===== config.mk =====
export PLATFORM = sky130hd
export DESIGN_NAME = sio_top
export DESIGN_NICKNAME = d
export VERILOG_FILES = /design/src/rtl/sio_pkg.sv /design/src/rtl/sio_tx.sv /design/src/rtl/sio_rx.sv /design/src/rtl/sio_top.sv
export SDC_FILE = /design/constraint.sdc
export NUM_CORES = 1
export LEC_CHECK = 0
export BUFFER_PORTS_ARGS = -buffer_cell sky130_fd_sc_hd__buf_2
export CELL_PAD_IN_SITES_DETAIL_PLACEMENT = 0
export CELL_PAD_IN_SITES_GLOBAL_PLACEMENT = 2
export CORE_MARGIN = 5
export CORE_UTILIZATION = 40
export DETAILED_ROUTE_END_ITERATION = 8
export GPL_TIMING_DRIVEN = 0
export MAX_ROUTING_LAYER = met4
export PLACE_DENSITY = 0.83
export SETUP_SLACK_MARGIN = 0.15
export SLEW_MARGIN = 10
export SYNTH_ARGS = -nofsm -noshare
export SYNTH_HDL_FRONTEND = slang
export SYNTH_SLANG_ARGS = --single-unit
export TNS_END_PERCENT = 10

===== constraint.sdc =====
create_clock -name clk -period 3.17 [get_ports clk]
set_clock_uncertainty 0.1 [all_clocks]
set_input_delay 0.634 -clock clk [delete_from_list [all_inputs] [get_ports clk]]
set_output_delay 0.634 -clock clk [all_outputs]
set_load 0.02 [all_outputs]

===== src/rtl/sio_pkg.sv =====
package sio_pkg;
    typedef enum logic [1:0] {
        MODE_SHIFT = 2'b00,
        MODE_ASYNC8 = 2'b01,
        MODE_FIX9 = 2'b10,
        MODE_VAR9 = 2'b11
    } sio_mode_e;

    function automatic logic [3:0] stop_index(sio_mode_e m);
        return (m == MODE_ASYNC8) ? 4'd9 : 4'd10;
    endfunction
endpackage


===== src/rtl/sio_tx.sv =====
module sio_tx
    import sio_pkg::*;
#(
    parameter int OVS = 16
) (
    input  logic      clk,
    input  logic      rst_n,
    input  sio_mode_e mode,
    input  logic      tick,
    input  logic      load,
    input  logic [7:0] din,
    input  logic      tb8,
    output logic      txd,
    output logic      sdata,
    output logic      sdata_oe,
    output logic      ti_set
);
    localparam int SW = $clog2(OVS);

    typedef struct packed {
        logic          busy;
        logic          phase;
        logic [3:0]    idx;
        logic [SW-1:0] sub;
        logic [10:0]   frame;
    } tx_s;

    tx_s q, d;
    logic [3:0] nxt;

    always_comb begin
        d = q;
        ti_set = 1'b0;
        nxt = q.idx + 4'd1;
        if (load) begin
            d.busy = 1'b1;
            d.phase = 1'b0;
            d.idx = '0;
            d.sub = '0;
            if (mode == MODE_SHIFT) d.frame = {3'b111, din};
            else d.frame = {1'b1, (mode == MODE_ASYNC8) ? 1'b1 : tb8, din, 1'b0};
        end else if (q.busy) begin
            if (mode == MODE_SHIFT) begin
                d.phase = ~q.phase;
                if (q.phase) begin
                    if (q.idx == 4'd7) begin
                        d.busy = 1'b0;
                        ti_set = 1'b1;
                    end else begin
                        d.idx = nxt;
                    end
                end
            end else if (tick) begin
                d.sub = q.sub + 1'b1;
                if (q.sub == SW'(OVS - 1)) begin
                    if (q.idx == stop_index(mode)) begin
                        d.busy = 1'b0;
                    end else begin
                        d.idx = nxt;
                        if (nxt == stop_index(mode)) ti_set = 1'b1;
                    end
                end
            end
        end
    end

    always_ff @(posedge clk or negedge rst_n) begin
        if (!rst_n) q <= '0;
        else q <= d;
    end

    assign txd = !q.busy ? 1'b1 : ((mode == MODE_SHIFT) ? q.phase : q.frame[q.idx]);
    assign sdata = q.frame[q.idx[2:0]];
    assign sdata_oe = q.busy && (mode == MODE_SHIFT);
endmodule


===== src/rtl/sio_rx.sv =====
module sio_rx
    import sio_pkg::*;
#(
    parameter int OVS = 16
) (
    input  logic      clk,
    input  logic      rst_n,
    input  sio_mode_e mode,
    input  logic      tick,
    input  logic      ren,
    input  logic      sm2,
    input  logic      ri_now,
    input  logic      rxd,
    input  logic      rxd_raw,
    output logic      sclk,
    output logic      done,
    output logic      accept,
    output logic      bit9,
    output logic [7:0] rdata
);
    localparam int SW = $clog2(OVS);
    localparam int MID = OVS / 2;

    typedef struct packed {
        logic          active;
        logic          sh;
        logic          armed;
        logic          phase;
        logic [3:0]    idx;
        logic [SW-1:0] sub;
        logic [1:0]    smp;
        logic [8:0]    data;
    } rx_s;

    rx_s q, d;
    logic vote;

    assign vote = (q.smp[1] & q.smp[0]) | (q.smp[1] & rxd) | (q.smp[0] & rxd);
    assign bit9 = (mode == MODE_ASYNC8) ? vote : q.data[8];
    assign rdata = (mode == MODE_FIX9 || mode == MODE_VAR9) ? q.data[7:0] : q.data[8:1];

    always_comb begin
        d = q;
        done = 1'b0;
        accept = 1'b0;
        if (!q.active) begin
            if (rxd) d.armed = 1'b1;
            if (mode == MODE_SHIFT) begin
                if (ren && !ri_now) begin
                    d.active = 1'b1;
                    d.sh = 1'b1;
                    d.phase = 1'b0;
                    d.idx = '0;
                end
            end else if (tick && ren && q.armed && !rxd) begin
                d.active = 1'b1;
                d.sh = 1'b0;
                d.armed = 1'b0;
                d.idx = '0;
                d.sub = SW'(1);
            end
        end else if (!ren) begin
            d.active = 1'b0;
        end else if (q.sh) begin
            d.phase = ~q.phase;
            if (!q.phase) begin
                d.data = {rxd_raw, q.data[8:1]};
            end else if (q.idx == 4'd7) begin
                d.active = 1'b0;
                done = 1'b1;
                accept = 1'b1;
            end else begin
                d.idx = q.idx + 4'd1;
            end
        end else if (tick) begin
            d.sub = q.sub + 1'b1;
            if (q.sub == SW'(MID - 1) || q.sub == SW'(MID)) d.smp = {q.smp[0], rxd};
            if (q.sub == SW'(MID + 1)) begin
                if (q.idx == 4'd0) begin
                    if (vote) d.active = 1'b0;
                end else if (q.idx == stop_index(mode)) begin
                    d.active = 1'b0;
                    done = 1'b1;
                    accept = !sm2 || bit9;
                end else begin
                    d.data = {vote, q.data[8:1]};
                end
            end
            if (q.sub == SW'(OVS - 1)) d.idx = q.idx + 4'd1;
        end
    end

    always_ff @(posedge clk or negedge rst_n) begin
        if (!rst_n) q <= '0;
        else q <= d;
    end

    assign sclk = !(q.active && q.sh && !q.phase);
endmodule


===== src/rtl/sio_top.sv =====
module sio_top
    import sio_pkg::*;
#(
    parameter int         OVS       = 16,
    parameter logic [7:0] CTRL_ADDR = 8'h98,
    parameter logic [7:0] DATA_ADDR = 8'h99
) (
    input  logic       clk,
    input  logic       rst_n,
    input  logic [7:0] bus_addr,
    input  logic       bus_we,
    input  logic [7:0] bus_wdata,
    output logic [7:0] bus_rdata,
    input  logic       baud_tick,
    input  logic       rate_double,
    input  logic       rxd_in,
    output logic       rxd_out,
    output logic       rxd_oe,
    output logic       txd_out,
    output logic       tx_irq,
    output logic       rx_irq
);
    typedef struct packed {
        logic [7:0] ctrl;
        logic [7:0] rbuf;
        logic       div;
        logic [1:0] sync;
    } top_s;

    top_s q, d;
    logic [7:0] ctrl_q;
    sio_mode_e mode;
    logic tick, tx_load, ti_set, tx_txd;
    logic rx_sclk, rx_done, rx_acc, rx_b9;
    logic [7:0] rx_data;

    assign ctrl_q = q.ctrl;
    assign mode = sio_mode_e'(q.ctrl[7:6]);
    assign tick = (mode == MODE_FIX9) ? (rate_double | q.div) : baud_tick;
    assign tx_load = bus_we && (bus_addr == DATA_ADDR);

    sio_tx #(.OVS(OVS)) u_tx (
        .clk(clk), .rst_n(rst_n), .mode(mode), .tick(tick), .load(tx_load),
        .din(bus_wdata), .tb8(q.ctrl[3]), .txd(tx_txd), .sdata(rxd_out),
        .sdata_oe(rxd_oe), .ti_set(ti_set)
    );

    sio_rx #(.OVS(OVS)) u_rx (
        .clk(clk), .rst_n(rst_n), .mode(mode), .tick(tick), .ren(q.ctrl[4]),
        .sm2(q.ctrl[5]), .ri_now(q.ctrl[0]), .rxd(q.sync[1]), .rxd_raw(rxd_in),
        .sclk(rx_sclk), .done(rx_done), .accept(rx_acc), .bit9(rx_b9),
        .rdata(rx_data)
    );

    always_comb begin
        d = q;
        d.div = ~q.div;
        d.sync = {q.sync[0], rxd_in};
        if (bus_we && bus_addr == CTRL_ADDR) d.ctrl = bus_wdata;
        if (ti_set) d.ctrl[1] = 1'b1;
        if (rx_done && rx_acc) begin
            d.rbuf = rx_data;
            d.ctrl[0] = 1'b1;
            if (mode != MODE_SHIFT) d.ctrl[2] = rx_b9;
        end
    end

    always_ff @(posedge clk or negedge rst_n) begin
        if (!rst_n) q <= '{ctrl: 8'h00, rbuf: 8'h00, div: 1'b0, sync: 2'b11};
        else q <= d;
    end

    always_comb begin
        if (bus_addr == CTRL_ADDR) bus_rdata = q.ctrl;
        else if (bus_addr == DATA_ADDR) bus_rdata = q.rbuf;
        else bus_rdata = 8'h00;
    end

    assign txd_out = tx_txd & rx_sclk;
    assign tx_irq = q.ctrl[1];
    assign rx_irq = q.ctrl[0];
endmodule


* Word level (Yosys, flattened, before mapping)
Cells that the tools add are included.
** Cells by class
- Add/sub/neg operators :: 4
- Muxes and demuxes :: 95
- Bitwise gates (word level) :: 12
- Equality and inequality tests :: 33
- Order comparisons :: 2
- Reduce and logical (&&, ||, !) cells :: 44
** Operators by type and width (count)
- 2-to-1 mux 9 bit :: 7
- 2-to-1 mux 1 bit :: 56
- 2-to-1 mux 4 bit :: 12
- 2-to-1 mux 8 bit :: 5
- 2-to-1 mux 10 bit :: 3
- nonzero test 2 bit :: 12
- 2-to-1 mux 20 bit :: 1
- 2-to-1 mux 19 bit :: 1
- adder 4 x 1 -> 4 bit, second input constant :: 4
- == test 4 bit, second input constant :: 4
- == test 8 bit, second input constant :: 2
- inequality test 3 bit, second input constant :: 5
- AND reduction 7 bit :: 2
- == test 4 x 3 -> 1 bit, second input constant :: 3
- == test 4 bit :: 3
- inequality test 2 bit, second input constant :: 6
- logical AND 1 bit :: 10
- AND reduction 5 bit :: 2
- inequality test 3 x 2 -> 1 bit, second input constant :: 3
- nonzero test 3 bit :: 3
- 2-to-1 mux 2 bit :: 4
- inequality test 2 x 1 -> 1 bit, second input constant :: 4
- 2-to-1 mux 3 bit :: 2
- 2-to-1 mux 6 bit :: 1
- 18 further kinds :: 35
** Word-level totals
- Flip-flop bits (word level) :: 63
- Input port bits :: 22
- Output and inout port bits :: 13
- Logic and storage cells :: 210

* Logic depth before layout (Yosys ltp)
Gate-level depths: netlist of run 1.
- Depth in word-level cells :: 14
- Mapped depth :: 7
- Depth with buffers taken out :: 6

* Hierarchy
Synthesis of run 1 repeated with hierarchy kept, for this count alone.
** Unflattened totals
- Cells, all modules :: 339
- Area total of the unflattened synthesis :: 3604.7 sq um
** By module, submodules not included
- sio_rx :: instances 1, area an instance 1415.1 sq um, cells each 141, sequential area each 575.6 sq um
- sio_tx :: instances 1, area an instance 1247.4 sq um, cells each 130, sequential area each 525.5 sq um
- sio_top :: instances 1, area an instance 942.2 sq um, cells each 68, sequential area each 478.0 sq um

* Least setup slack after synthesis of run 1
Ideal clock, no wire load.
- Path kind :: register -> output
- Start point :: register u_tx.q[15] (netlist bit)
- End point :: output port txd_out
- Setup slack :: 0.632 ns
- Required time :: 2.436 ns
- Cell stages (with the launch flop) :: 6
- Arrival time :: 1.804 ns
- Path buffers :: 1
- Cell sequence :: dfrtp_1 > buf_2 > mux4_2 > mux2_2 > a22oi_1 > a221oi_1
** Between the ends
- Longest elaborated chain between the ends :: 5
** Ends and longest elaborated chain
- start, declared :: line sio_tx.sv:28 : tx_s q, d;
- start signal, assigned :: line sio_tx.sv:68 : if (!rst_n) q <= '0;
- start signal, assigned :: line sio_tx.sv:69 : else q <= d;
- binary-select mux 1 bit (select 4 bit) :: line sio_tx.sv:72 : assign txd = !q.busy ? 1'b1 : ((mode == MODE_SHIFT) ? q.phase : q.frame[q.idx]);
- 2-to-1 mux 1 bit (implied by the code) :: line sio_tx.sv:72
- 2-to-1 mux 1 bit (2 in series) :: line sio_tx.sv:72
- bitwise AND 1 bit :: line sio_top.sv:79 : assign txd_out = tx_txd & rx_sclk;
- end, declared :: line sio_top.sv:19 : output logic txd_out,
No other way between the ends. The select of a mux whose other input is x is not followed.

* Worst setup path after layout of run 1
Same ends and word-level chain as after synthesis.

==> summary.md, run 1 <==
| Metric | Value |
|---|---|
| Status | `finished, final reports clean` |
| Crit-path max FO | `7` |
| FFs w/ async S/R, synth | `100%` |
| Post-route minimum period | `2.94 ns` |
| TritonCTS clock tree | `built` |
| Share of post-route cells with drive strength above 1 | `28.5%` |
| RSZ-0062 raised after global routing | `false` |
| Final Non-Filler Cells | `498` |
| Crit path kind | `reg -> out` |
| Die width | `104 um` |
| Final Max Slew Viols | `0` |
| N_diodes | `0` |
| Yosys top cell area share | `43.2%` |
| Layout Nets | `414` |
| Worst EP arrival | `2.21 ns` |
| Sequential area share after synthesis | `44.7%` |
| Core area | `8680 sq um` |
| CTS clk-pin slew, worst paths | `0.08 ns` |
| CP max stage delay | `0.50 ns` |
| Clock sinks | `63` |
| Largest cells by area after synthesis | `dfrtp_1 43%, mux2_2 11%, nand2_1 3.7%, mux2i_1 3.7%, o21ai_0 3.1%` |
| Io pins | `35` |
| GP Congestion | `0.760` |
| Final setup fails | `0` |
| Die height | `104 um` |
| # rows | `34` |
| Class of the worst hold path | `reg -> reg` |
| Vias in the first global route | `2695` |
| Crit-path slowest cell | `mux4_2` |
| Global-route wire length before repair | `14100 um` |
| CTS Buf Count | `9` |
| Distinct cells, synth | `61` |
| Crit path max-delay family | `multiplexers` |
| Clock buffer depth | `2` |
| Final hold vios | `0` |
| Crit-path cells | `buf_6 > mux4_2 > mux2_2 > a22oi_1 > a221oi_1 > buf_2` |
| YS warnings | `0` |
| CP Buf/Inv Count | `2` |
| Die area | `10800 sq um` |
| Max Clk Rate | `340 MHz` |
| Yosys reg bits | `63` |
| Final HPWL from detailed placement | `5970 um` |
| Total grt overflow | `0` |
| Clock Latency Late Sink | `0.34 ns` |
| Initial antenna violation count | `0` |
| Post-Syn Area | `3530 sq um` |
| Max Cap Viol | `0` |
| Pin slew with the least headroom to its limit | `0.643 ns` |
| Area leader, netlist | `dfrtp_1` |
| Final worst path period share | `92.9%` |
| Power Dens Cells | `522 nW/um^2` |
| Dpl cells | `479` |
| CTS root buffer | `clkbuf_8` |
| P_leak | `1.96 nW` |
| CTS H-tree depth | `3` |
| Req. time, crit path | `2.44 ns` |
| Post-synth top cells | `61 x dfrtp_1, 36 x mux2_2, 35 x nand2_1` |
| Total number of vias | `2708` |
| WL per Instance | `16.7 um` |
| Most common flop cell mapped by yosys | `dfrtp_1` |
| Pre-antenna DRT Iters | `5` |
| Startpoint types | `register` |
| IO Port Bufs | `34` |
| DRC Markers | `0` |
| Power Total | `0.00216 W` |
| Post-Synthesis Cells | `336` |
| Final setup TNS | `0 ns` |
| DR iter-0 viols | `171` |
| Post-Syn Nets | `365` |
| Syn-to-layout area delta | `16.9%` |
| Avg Synthesized Cell Area | `10.5 sq um` |
| Count leader, synth | `dfrtp_1` |
| Final WL | `8300 um` |
| DR vias/cell | `5.44` |
| Hold Slack | `0.267 ns` |
| Number of synthesized flops with an enable pin | `0` |
| Largest net degree at the start of global routing | `63` |
| Filler cells | `856` |
| Initial Util | `40.7%` |
| Total GRT Usage | `16.1%` |
| Slew HR | `56.9%` |
| Peak VDD IR | `0.269 mV` |
| Antenna viol nets, final | `0` |
| Crit path capture type | `primary output` |
-- registers in the layout, summed over array words and instances, names as in the netlist --
signal  flops
u_rx.q     23
u_tx.q     21
ctrl_q      8
q          10
d           1
-- worst paths after layout --
kind,start,end,slack [ns],cells past startpoint
min in group asynchronous,rst_n,u_tx.q[14]$_DFFE_PN0P_,0.52,2
worst max-delay path,u_tx.q[15]$_DFFE_PN0P_,txd_out,0.23,6
worst max register to register,ctrl_q[7]$_DFFE_PN0P_,q[10]$_DFFE_PN0P_,0.93,6
max in group asynchronous,rst_n,q[1]$_DFF_PN1_,1.91,3
worst min-delay path,d[1]$_DFF_PN1_,q[1]$_DFF_PN1_,0.27,0
worst min register to register,d[1]$_DFF_PN1_,q[1]$_DFF_PN1_,0.27,0
-- metrics by stage --
stage	util [%]	area [sq um]	worst slack, ns
global route	47.6	4130	0.161
floorplan	-	3530	0.632
finish	47.6	4130	0.226
detailed placement	44.6	3870	0.382
CTS	47.4	4110	0.169
global placement	44.2	3840	0.353
-- power breakdown --
group	switching (W)	internal, W
sequential	0.0000720	0.000860
combinational	0.000217	0.000189
clock	0.000348	0.000468
-- cell families after synthesis --
| logic type | after synthesis | share of synthesized area (%) |
|---|---|---|
| AO/OA/AOI/OAI | 72 | 14.3 |
| buffers and inverters | 30 | 3.44 |
| flip-flops | 63 | 44.7 |
| adder cells (fa/ha/maj) | 8 | 2.80 |
| AND/OR/NAND/NOR | 104 | 16.2 |
| multiplexers | 52 | 16.9 |
| XOR/XNOR | 7 | 1.74 |
-- placed cells by master, fill, tap and decap left out, types with 4 or more instances in the layout --
| master | n |
|---|---|
| o22ai_1 | 4 |
| nand3b_1 | 4 |
| nand2b_1 | 7 |
| clkbuf_8 | 10 |
| buf_2 | 36 |
| and3_1 | 4 |
| nor2b_1 | 5 |
| mux2i_1 | 13 |
| a22o_1 | 12 |
| clkbuf_1 | 8 |
| buf_4 | 4 |
| xor2_1 | 5 |
| a21oi_1 | 8 |
| nand2_1 | 35 |
| dfrtp_1 | 61 |
| nor2_1 | 11 |
| inv_1 | 16 |
| mux2_2 | 36 |
| ha_1 | 7 |
| o21ai_0 | 22 |
| nand3_1 | 16 |
-- routing by layer --
metal  vias up  part of all wire (%)  global-route usage, %
li1       1326                     -                      -
met1      1334                    51                   23.0
met2        40                    45                   23.8
met3         8                   3.2                   4.10
met4         0                  0.61                   2.50
met5         -                     0                      -
-- area by class of cell --
cell class                 instances  area [sq um]  share of cell area, %
sequential                        63          1580                   38.2
inverter                          16          60.1                   1.45
multi-input combinational        243          1830                   44.4
clock inverter                     6          92.6                   2.24
tap                              108           135                   3.27
clock buffer                      10           138                   3.33
buffer                            14          67.6                   1.64
timing repair buffer              38           225                   5.45
-- repair_timing --
action,in CTS,in global routing
pin swaps,0,0
hold endpoints to repair,1,0
buffers inserted,0,2
hold buffers,1,0
resized for setup,1,1
setup endpoints to repair,1,1
No activity file was read; power rests on OpenSTA's default activity.
==> inputs of run 2 (changes only) <==
--- a/config.mk
+++ b/config.mk
@@ -5,7 +5,7 @@
 export SDC_FILE = /design/constraint.sdc
 export NUM_CORES = 1
 export LEC_CHECK = 0
-export BUFFER_PORTS_ARGS = -buffer_cell sky130_fd_sc_hd__buf_2
+export BUFFER_PORTS_ARGS = -buffer_cell sky130_fd_sc_hd__clkbuf_2
 export CELL_PAD_IN_SITES_DETAIL_PLACEMENT = 0
 export CELL_PAD_IN_SITES_GLOBAL_PLACEMENT = 2
 export CORE_MARGIN = 5
==> summary.md, run 2 (synthesis gave the netlist of run 1 again) <==
| Metric | Value |
|---|---|
| Slew HR | `56.1% (-0.78 points)` |
| CTS H-tree depth | `3 (unchanged)` |
| Dpl cells | `479 (unchanged)` |
| Clock buffer depth | `2 (unchanged)` |
| Cts repair resizes | `1 (unchanged)` |
| # rows | `34 (unchanged)` |
| Io pins | `35 (unchanged)` |
| Filler cells | `868 (+1.4%)` |
| Final worst path period share | `92.7% (-0.16 points)` |
| Total grt overflow | `0 (unchanged)` |
| Setup Buffers After CTS | `0 (unchanged)` |
| Die width | `104 um (unchanged)` |
| Final setup margin | `0.231 ns (+0.00508 ns)` |
| Seq. cell area | `1580 sq um (unchanged)` |
| Total number of vias | `2678 (-1.1%)` |
| Max Cap Viol | `0 (unchanged)` |
| R2R Setup Slk | `0.93 ns (about the same)` |
| Startpoint types | `register` |
| Final core occ | `47.4% (-0.22 points)` |
| Reg2Reg Depth | `5 (-1)` |
| IO Port Bufs | `34 (unchanged)` |
| Max Clk Rate | `340 MHz (+0.17%)` |
| CTS clk-pin slew, worst paths | `0.07 ns (about the same)` |
| Post-route minimum period | `2.94 ns (-0.00508 ns)` |
| Crit path kind | `reg -> out` |
| DRC Markers | `0 (unchanged)` |
| Die height | `104 um (unchanged)` |
| Die area | `10800 sq um (unchanged)` |
| P_leak | `1.95 nW (-0.49%)` |
| Power Dens Cells | `526 nW/um^2 (+0.86%)` |
| Initial Util | `40.7% (unchanged)` |
| Status | `finished, final reports clean` |
| Max FFs per register | `23 (unchanged)` |
| Share of post-route cells with drive strength above 1 | `27.9% (-0.55 points)` |
| Class of the worst hold path | `in -> async` |
| Final hold vios | `0 (unchanged)` |
| N_diodes | `0 (unchanged)` |
| Pin slew with the least headroom to its limit | `0.655 ns (+0.0117 ns)` |
| R2r endpoint | `q[10]$_DFFE_PN0P_` |
| Largest regs | `u_rx.q (23), u_tx.q (21), q (10)` |
| Largest net degree at the start of global routing | `48 (-24%)` |
| Final Non-Filler Cells | `495 (-0.60%)` |
| Most common cell after layout, fill and taps aside | `dfrtp_1` |
| Syn-to-layout area delta | `16.4%` |
| Post-CTS Hold Buffers | `0 (-1)` |
| Final setup TNS | `0 ns (unchanged)` |
| Layout Nets | `411 (-0.72%)` |
| Power Total | `0.00216 W (+0.40%)` |
| CTS root buffer | `clkbuf_8` |
| GP Congestion | `0.754 (-0.80%)` |
| CTS Buf Count | `9 (unchanged)` |
| Total GRT Usage | `16.4% (+0.25 points)` |
| Final setup fails | `0 (unchanged)` |
| Crit path capture type | `primary output` |
| Initial antenna violation count | `0 (unchanged)` |
| DR iter-0 viols | `105 (-39%)` |
| Final WL | `8280 um (-0.28%)` |
| Worst EP arrival | `2.20 ns (about the same)` |
| Multi-input logic area | `1830 sq um (unchanged)` |
| Clock Latency Late Sink | `0.34 ns (about the same)` |
| Antenna viol nets, final | `0 (unchanged)` |
| Clock sinks | `63 (unchanged)` |
| Pre-CTS WS | `0.373 ns (-0.00935 ns)` |
| Core area | `8680 sq um (unchanged)` |
| Pre-antenna DRT Iters | `4 (-1)` |
| Top reg by flops | `u_rx.q` |
| TritonCTS clock tree | `built` |
| RSZ-0062 raised after global routing | `false` |
| Final HPWL from detailed placement | `6100 um (+2.2%)` |
| Vias in the first global route | `2691 (-0.15%)` |
| Crit-path max FO | `10 (+3)` |
| Req. time, crit path | `2.44 ns (about the same)` |
| Most frequent cells in the layout | `61 x dfrtp_1, 36 x mux2_2, 35 x nand2_1` |
| Peak VDD IR | `0.251 mV (-6.9%)` |
| WL per Instance | `16.7 um (+0.33%)` |
| Global-route wire length before repair | `14100 um (about the same)` |
| Final Max Slew Viols | `0 (unchanged)` |
| Reg2reg start | `u_rx.q[9]$_DFFE_PN0P_` |
| DR vias/cell | `5.41 (-0.51%)` |
==> run 2: changes by cell type in the layout (fill, tap and decap cells not counted), sizes merged <==
cell	delta
clkbuf	+33
buf	-35
clkinv	+2
bufinv	+1
dlygate4sd3	-1
clkinvlp	-2
inv	-1
==> run 2: how the worst max path moves through the flow <==
stage                           start           end  slack (ns)
6_report       u_tx.q[15]$_DFFE_PN0P_       txd_out        0.23
5_1_grt        u_tx.q[15]$_DFFE_PN0P_       txd_out        0.18
4_1_cts        u_tx.q[15]$_DFFE_PN0P_       txd_out        0.20
3_5_place_dp              bus_addr[1]  bus_rdata[5]        0.37
3_3_place_gp              bus_addr[1]  bus_rdata[5]        0.36
2_1_floorplan  u_tx.q[15]$_DFFE_PN0P_       txd_out        0.63
==> run 2: where the power goes <==
part / switching [W] / internal, W / total [W] / leakage [nW]
Clock: 0.000327 / 0.000521 / 0.000849 / 0.120
Combinational: 0.000213 / 0.000172 / 0.000386 / 0.997
Sequential: 0.0000686 / 0.000861 / 0.000929 / 0.838
==> run 2: area by class of cell <==
| type | instances | share of cell area (%) |
|---|---|---|
| clock inverters | 6 | 2.65 |
| repair buffers | 35 | 4.87 |
| well taps | 108 | 3.29 |
| multi-input cells | 243 | 44.6 |
| flip-flops and latches | 63 | 38.4 |
| plain buffers | 14 | 1.64 |
| clock buffers | 10 | 3.11 |
| inverters | 16 | 1.46 |
==> run 2: metrics by stage <==
| step | cell area (sq um) | hold WS [ns] |
|---|---|---|
| 6_report | 4110 | 0.0932 |
| 4_1_cts | 4110 | 0.0906 |
| 3_3_place_gp | 3840 | 0.246 |
| 5_1_grt | 4110 | 0.0951 |
| 2_1_floorplan | 3530 | 0.238 |
| 3_5_place_dp | 3870 | 0.250 |
==> run 2: worst max-delay path: stages (launching register included) <==
cell      delay [ns]
dfrtp_1         0.36
buf_6           0.15
mux4_2          0.51
mux2_2          0.31
a22oi_1         0.22
a221oi_1        0.13
buf_2           0.19
==> run 2: routing by layer <==
metal | wire [um] | track usage, %
met1 | 4240 | 23.2
met2 | 3780 | 24.2
met3 | 177 | 2.86
met4 | 87 | 4.72
met5 | 0 | -
==> inputs of run 3 (changes only) <==
--- a/config.mk
+++ b/config.mk
@@ -10,8 +10,10 @@
 export CELL_PAD_IN_SITES_GLOBAL_PLACEMENT = 2
 export CORE_MARGIN = 5
 export CORE_UTILIZATION = 40
+export CTS_BUF_LIST = sky130_fd_sc_hd__clkbuf_8
 export DETAILED_ROUTE_END_ITERATION = 8
 export GPL_TIMING_DRIVEN = 0
+export HOLD_SLACK_MARGIN = 0.02
 export MAX_ROUTING_LAYER = met4
 export PLACE_DENSITY = 0.83
 export SETUP_SLACK_MARGIN = 0.15
==> summary.md, run 3 (synthesis gave the netlist of run 1 again) <==
| Metric | Value |
|---|---|
| Status | `finished, final reports clean` |
| IO Port Bufs | `34 (unchanged)` |
| Die width | `104 um (unchanged)` |
| Crit path max-delay family | `multiplexers` |
| Pin slew with the least headroom to its limit | `0.655 ns (unchanged)` |
| CTS root buffer | `clkbuf_8` |
| Final HPWL from detailed placement | `6100 um (unchanged)` |
| Total number of vias | `2680 (+0.075%)` |
| Clock Latency Late Sink | `0.34 ns (about the same)` |
| Peak VDD IR | `0.251 mV (about the same)` |
| Final setup fails | `0 (unchanged)` |
| Initial Util | `40.7% (unchanged)` |
| Final hold vios | `0 (unchanged)` |
| CTS H-tree depth | `3 (unchanged)` |
| Core area | `8680 sq um (unchanged)` |
| Slew HR | `56.1% (unchanged)` |
| Crit path capture type | `primary output` |
| Final setup TNS | `0 ns (unchanged)` |
| Initial antenna violation count | `0 (unchanged)` |
| Pre-antenna DRT Iters | `4 (unchanged)` |
| Largest net degree at the start of global routing | `48 (unchanged)` |
| Layout Nets | `411 (unchanged)` |
| Worst EP arrival | `2.21 ns (about the same)` |
| DRC Markers | `0 (unchanged)` |
| Post-CTS Hold Buffers | `0 (unchanged)` |
| Class of the worst hold path | `in -> async` |
| TritonCTS clock tree | `built` |
| P_leak | `1.96 nW (+0.21%)` |
| Pre-CTS WS | `0.373 ns (unchanged)` |
| Final WL | `8280 um (about the same)` |
| Most frequent cells in the layout | `61 x dfrtp_1, 36 x mux2_2, 35 x nand2_1` |
| Most common cell after layout, fill and taps aside | `dfrtp_1` |
| Largest regs | `u_rx.q (23), u_tx.q (21), q (10)` |
| Clock sinks | `63 (unchanged)` |
| Crit-path max FO | `10 (unchanged)` |
| N_diodes | `0 (unchanged)` |
| DR vias/cell | `5.41 (about the same)` |
| Max Clk Rate | `340 MHz (about the same)` |
| GP Congestion | `0.754 (unchanged)` |
| Final Max Slew Viols | `0 (unchanged)` |
| Die area | `10800 sq um (unchanged)` |
| Syn-to-layout area delta | `16.4% (unchanged)` |
| Die height | `104 um (unchanged)` |
| CP max stage delay | `0.51 ns (about the same)` |
| Top reg by flops | `u_rx.q` |
| Hold Slack | `0.0932 ns (-0.00000830 ns)` |
| WL per Instance | `16.7 um (about the same)` |
| Power Dens Cells | `526 nW/um^2 (-0.15%)` |
| RSZ-0062 raised after global routing | `false` |
| Final worst path period share | `92.7% (about the same)` |
| Crit-path slowest cell | `mux4_2` |
| Req. time, crit path | `2.44 ns (about the same)` |
| # rows | `34 (unchanged)` |
| Share of post-route cells with drive strength above 1 | `27.9% (unchanged)` |
| Post-route cell area | `4110 sq um (unchanged)` |
| Antenna viol nets, final | `0 (unchanged)` |
| Max FFs per register | `23 (unchanged)` |
| Post-route minimum period | `2.94 ns (+0.000251 ns)` |
| Placed cell areas | `3870 sq um (unchanged)` |
| Total GRT Usage | `16.4% (unchanged)` |
| Clock buffer depth | `2 (unchanged)` |
| CP Buf/Inv Count | `2 (unchanged)` |
| Max Cap Viol | `0 (unchanged)` |
| Io pins | `35 (unchanged)` |
| Crit-path cells | `buf_6 > mux4_2 > mux2_2 > a22oi_1 > a221oi_1 > buf_2` |
| Power Total | `0.00216 W (-0.15%)` |
| Total grt overflow | `0 (unchanged)` |
| DR iter-0 viols | `105 (unchanged)` |
| CTS Buf Count | `9 (unchanged)` |
| Global-route wire length before repair | `14100 um (unchanged)` |
| Vias in the first global route | `2691 (unchanged)` |
| Crit path kind | `reg -> out` |
| Final setup margin | `0.231 ns (-0.000251 ns)` |
| Startpoint types | `register` |
| CTS clk-pin slew, worst paths | `0.07 ns (about the same)` |
==> run 3: cell count changes in the layout (fill, tap and decap cells not counted), sizes merged <==
cell,before,now
clkbuf,51,50
inv,16,17
==> run 3: worst paths after layout <==
check | startpoint | end | slack [ns] | depth (start not counted)
max | u_tx.q[15]$_DFFE_PN0P_ | txd_out | 0.23 | 6
min | rst_n | u_tx.q[20]$_DFF_PN0_ | 0.09 | 1
max reg2reg | u_rx.q[9]$_DFFE_PN0P_ | q[10]$_DFFE_PN0P_ | 0.93 | 5
min reg2reg | d[1]$_DFF_PN1_ | q[1]$_DFF_PN1_ | 0.26 | 0
max in group asynchronous | rst_n | d[1]$_DFF_PN1_ | 2.29 | 2
min in group clk | d[1]$_DFF_PN1_ | q[1]$_DFF_PN1_ | 0.26 | 0
==> run 3: metal layers <==
| layer | wire length [um] | track usage [%] |
|---|---|---|
| met1 | 4230 | 23.2 |
| met2 | 3780 | 24.2 |
| met3 | 178 | 2.86 |
| met4 | 87 | 4.72 |
| met5 | 0 | - |
==> run 3: area by class of cell <==
cell class	count	area [sq um]
buffer	14	67.6
clock buffer	9	124
clock inverter	7	113
fill	868	4570
inverter	16	60.1
multi-input combinational	243	1830
sequential	63	1580
tap	108	135
timing repair buffer	35	200
==> run 3: what timing repair did <==
item,4_1_cts,5_1_grt
resized for setup,1,2
setup buffers,0,0
endpoints found under the setup margin,1,1
==> run 3: per-stage QoR <==
step | instances | utilization (%)
after detailed placement | 479 | 44.6
after global placement | 478 | 44.2
final | 495 | 47.4
after CTS | 495 | 47.3
after floorplan | 336 | -
after global routing | 495 | 47.4
==> run 3: worst register-to-register path: stages (launching register included) <==
cell	delay, ns
dfrtp_1	0.39
maj3_2	0.34
mux2_4	0.28
o2111a_2	0.28
o2111ai_4	0.36
mux2_2	0.38
==> run 3: report_power, final <==
group	internal [W]	leakage [nW]	switching, W
Combinational	0.000172	0.997	0.000213
Sequential	0.000861	0.838	0.0000686
Clock	0.000518	0.124	0.000327
Total	0.00155	1.96	0.000609
